===== src/rtl/fp_compare_unit.sv =====
module fp_compare_unit #(
  parameter int EXP_W  = 11,
  parameter int FRAC_W = 52,
  parameter int ST_W   = 8
) (
  input  logic                       clk,
  input  logic                       rst_n,
  input  logic                       start_i,
  input  logic                       ordered_i,
  input  logic [EXP_W+FRAC_W:0]      op_a_i,
  input  logic [EXP_W+FRAC_W:0]      op_b_i,
  input  logic [ST_W-1:0]            status_i,
  output logic [3:0]                 cc_o,
  output logic [ST_W-1:0]            status_o,
  output logic                       done_o
);

  localparam int W        = 1 + EXP_W + FRAC_W;
  localparam int MAG_W    = W - 1;
  localparam int INV_BIT  = 4;
  localparam int SUM_BIT  = 5;
  localparam int CMPI_BIT = 6;

  localparam logic [3:0] CC_LT = 4'b1000;
  localparam logic [3:0] CC_GT = 4'b0100;
  localparam logic [3:0] CC_EQ = 4'b0010;
  localparam logic [3:0] CC_UN = 4'b0001;

  logic             sign_a, sign_b;
  logic [MAG_W-1:0] mag_a, mag_b;
  logic             nan_a, nan_b, any_nan, both_zero;
  logic             mag_lt, mag_gt, a_lt, a_gt;
  logic [3:0]       cc_next;
  logic [ST_W-1:0]  st_next;

  assign sign_a = op_a_i[W-1];
  assign sign_b = op_b_i[W-1];
  assign mag_a  = op_a_i[MAG_W-1:0];
  assign mag_b  = op_b_i[MAG_W-1:0];

  assign nan_a = (&op_a_i[W-2 -: EXP_W]) && (|op_a_i[FRAC_W-1:0]);
  assign nan_b = (&op_b_i[W-2 -: EXP_W]) && (|op_b_i[FRAC_W-1:0]);
  assign any_nan = nan_a | nan_b;

  assign both_zero = ~|mag_a && ~|mag_b;
  assign mag_lt    = mag_a < mag_b;
  assign mag_gt    = mag_a > mag_b;

  always_comb begin
    if (both_zero) begin
      a_lt = 1'b0;
      a_gt = 1'b0;
    end else if (sign_a != sign_b) begin
      a_lt = sign_a;
      a_gt = sign_b;
    end else if (sign_a) begin
      a_lt = mag_gt;
      a_gt = mag_lt;
    end else begin
      a_lt = mag_lt;
      a_gt = mag_gt;
    end
  end

  assign cc_next = any_nan ? CC_UN :
                   a_lt    ? CC_LT :
                   a_gt    ? CC_GT : CC_EQ;

  always_comb begin
    st_next      = status_i;
    st_next[3:0] = cc_next;
    if (ordered_i) begin
      st_next[INV_BIT] = any_nan;
      if (any_nan) st_next[CMPI_BIT] = 1'b1;
    end else if (any_nan) begin
      st_next[INV_BIT] = 1'b1;
      st_next[SUM_BIT] = 1'b1;
    end
  end

  always_ff @(posedge clk) begin
    if (!rst_n) begin
      cc_o     <= '0;
      status_o <= '0;
      done_o   <= 1'b0;
    end else begin
      done_o <= start_i;
      if (start_i) begin
        cc_o     <= cc_next;
        status_o <= st_next;
      end
    end
  end

  AST_CC_ONEHOT: assert property (@(posedge clk) disable iff (!rst_n)
    done_o |-> $countones(cc_o) == 1);

  AST_NAN_UNORDERED: assert property (@(posedge clk) disable iff (!rst_n)
    start_i && (nan_a || nan_b) |=> cc_o == CC_UN);

  AST_ZERO_EQUAL: assert property (@(posedge clk) disable iff (!rst_n)
    start_i && op_a_i[W-2:0] == '0 && op_b_i[W-2:0] == '0 |=> cc_o == CC_EQ);

  AST_RESULT_FIELD: assert property (@(posedge clk) disable iff (!rst_n)
    done_o |-> status_o[3:0] == cc_o);

  AST_UNORD_STICKY: assert property (@(posedge clk) disable iff (!rst_n)
    start_i && !ordered_i |=> status_o[SUM_BIT] >= $past(status_i[SUM_BIT]));

  AST_ORD_CLEAR: assert property (@(posedge clk) disable iff (!rst_n)
    start_i && ordered_i && !nan_a && !nan_b |=> !status_o[INV_BIT]);

  AST_DONE_PULSE: assert property (@(posedge clk) disable iff (!rst_n)
    start_i |=> done_o);

  AST_HOLD: assert property (@(posedge clk) disable iff (!rst_n)
    !start_i |=> !done_o && $stable(cc_o) && $stable(status_o));

endmodule


===== config.mk =====
export PLATFORM = sky130hd
export DESIGN_NAME = fp_compare_unit
export DESIGN_NICKNAME = d
export VERILOG_FILES = /design/src/rtl/fp_compare_unit.sv
export SDC_FILE = /design/constraint.sdc
export NUM_CORES = 1
export LEC_CHECK = 0
export ABC_AREA = 1
export BUFFER_PORTS_ARGS = -buffer_cell sky130_fd_sc_hd__clkbuf_2
export CORE_MARGIN = 1
export CORE_UTILIZATION = 50
export DETAILED_ROUTE_END_ITERATION = 10
export PLACE_DENSITY = 0.86
export SYNTH_ARGS = -nofsm -noshare
export SYNTH_HDL_FRONTEND = slang
export SYNTH_SLANG_ARGS = --single-unit

===== constraint.sdc =====
create_clock -name clk -period 2.9 [get_ports clk]
set_clock_uncertainty 0.05 [all_clocks]
set_input_delay 0.435 -clock clk [delete_from_list [all_inputs] [get_ports clk]]
set_output_delay 0.435 -clock clk [all_outputs]
set_load 0.01 [all_outputs]

==> impl_metrics.toml <==
[status]
outcome = "finished clean"

[clock_network]
cts_buffers = 3
cts_root_buffer = "clkbuf_8"
clkSlewWorstSetupHoldPaths_ps = 40
clkSinkCount = 9
postCtsHoldBufs = 0
cts.path.max_buffers = 2
cts_tree = "done"
insertion_delay_ps = 230
cts.repair.resized = 0
htreeDepth = 1
cts_setup_buffers = 0

[layout]
antenna_cells = 0
drive_gt1_share_pct = 27.3
fin_nets = 823
layout.cells.non_filler = 689
area_growth_pct = 30.9

[place]
placed_cells = 685
dpl.hpwl_um = 6660
gp_congestion = 0.958
portBuffers = 148

[sta]
rsz0062_at_grt = "no"
timing_worst_slew_pin_value_ps = 329
setup-tns-final_ps = 0
final_max_slew_viol_count = 0
fin_crit_sh_pct = 68.0
setup_viol = 0
fin_crit_ps = 1970
hold_viol = 0
slew_headroom_pct = 77.9
timing.hold.ws_ps = 386
max_freq_ghz = 0.507

[run]
maxCapViolCount = 0

[setup_path]
cp-end-kind = "flip-flop"
crit_fanout = 3
regToRegSetupSlack_ps = 2010
required_ps = 2970
crit_type = "input port to flip-flop"
arrival_ps = 2040
start_kind = "input port"

[synth]
avgSynthCellArea_um2 = 5.80
synth_seq_cells = 9
synth.distinct_cells = 25
yosysWarnings = 0
yosysTopAreaCell = "ha_1"
netlist_area_um2 = 2730
synth_area_leaders = "ha_1 29%, nand2_1 16%, inv_1 14%, nor2_1 8.2%, dfxtp_1 6.6%"
syn_nets = 674
synth_cells = 471
seq_area_frac_synth_pct = 6.59
netlist.area_leader.share_pct = 28.8

[die]
initial_core_util_pct = 52.8
die_area_um2 = 5760
rows = 26
io_pins = 153
core_um2 = 5170
die_h_um = 75.9
fp.dieW_um = 75.9

[power]
power_density_nw_per_um2 = 195
ir_drop_uv = 419
report.power.total_uw = 698
p_leak_uw = 0.00227

[worst_hold_path]
min_path_type = "input port to flip-flop"

[drt]
remaining_drc_errors = 0
routed_wl_um = 7340
wire_per_inst_um = 10.7
avgViaCountPerCell = 5.01
vias = 3449
drtPass1Iterations = 5
antenna_left = 0
drtIter0Drc = 89

[grt]
grt_antenna_before_repair = 0
grt_pass1_vias = 3398
grt.total_usage_pct = 26.5
grt_max_degree = 9
grt.met2_usage_pct = 49.6
met3_usage_pct = 3.13
grtUsageMet1_pct = 31.2
grt_pass1_wl_um = 13200
top_usage_layer = "met2"
grt_overflow = 0
## per-layer routing
metal | vias up | wire [um] | part of all wire (%)
met5 | - | 0 | 0
met4 | 0 | 162 | 2.2
met3 | 20 | 419 | 5.7
met2 | 114 | 3510 | 48
met1 | 1498 | 3250 | 44
li1 | 1817 | - | -
## metrics by stage
step                      setup slack (ps)  area, um^2  utilization, %
after detailed placement               716        3530            68.3
after global routing                   703        3580            69.1
after floorplan                       1030        2730               -
final                                  928        3580            69.1
after global placement                 732        3530            68.3
after CTS                              936        3580            69.1
## power by group
group | leakage, uW | switching (uW) | internal [uW] | total [uW]
Clock | 0.0000228 | 49.0 | 95.7 | 145
Sequential | 0.0000743 | 4.93 | 132 | 137
Combinational | 0.00217 | 230 | 186 | 416
## worst paths after layout
check,startpoint,end,depth (start not counted)
max,op_b_i[56],cc_o[1],15
min,status_i[4],status_o[4],3
max reg2reg,cc_o[0],cc_o[0],3
min reg2reg,cc_o[2],cc_o[2],2
## cells by family after synthesis
family	count (synthesis)	share of synthesized area [%]
buffers and inverters	110	15.7
flip-flops	9	6.59
AND/OR/NAND/NOR	252	41.7
AO/OA/AOI/OAI	37	7.23
adder cells (fa/ha/maj)	63	28.8
## sequential cells by signal (all words and copies together), names as in the netlist
| name | flops |
|---|---|
| status_o | 5 |
| cc_o | 3 |
| done_o | 1 |
## synthesized netlist by cell type, drive strengths merged
library cell	count
nor2	65
nand3	16
nor3	10
nor2b	1
nand4	25
nand2	124
o21ai	4
or2	1
a21oi	27
ha	63
a21o	4
nor4	10
inv	106
dfxtp	9
a31oi	2
buf	4
## final cells by class
type	instances	area [um^2]
Multi-Input combinational cell	352	2120
Sequential cell	9	180
Timing Repair Buffer	148	741
Fill cell	479	1600
Clock buffer	4	45.0
Inverter	106	398
Tap cell	70	87.6
## placed cells by master (no fill, tap or decap), types with 9 or more instances in the layout
master / netlist / layout
dfxtp_1: 9 / 9
a21oi_1: 27 / 27
clkbuf_2: 0 / 148
nor4_1: 9 / 9
nor2_1: 60 / 60
ha_1: 63 / 63
inv_1: 104 / 104
nand4_1: 23 / 23
nor3_1: 9 / 9
nand3_1: 15 / 15
nand2_1: 120 / 120
## worst max-delay path, cell delays in order
cell      delay (ps)
clkbuf_2         100
inv_1             40
ha_1             330
nand2_1           80
nand2_1           40
nand2_1           50
nand2_1           50
a21oi_1          180
nand2_1           70
a21oi_1          150
nand2_2          100
a21oi_1          200
nand2_1           70
nand3_1           80
a21oi_1           60
(Power assumes the default switching activity.)
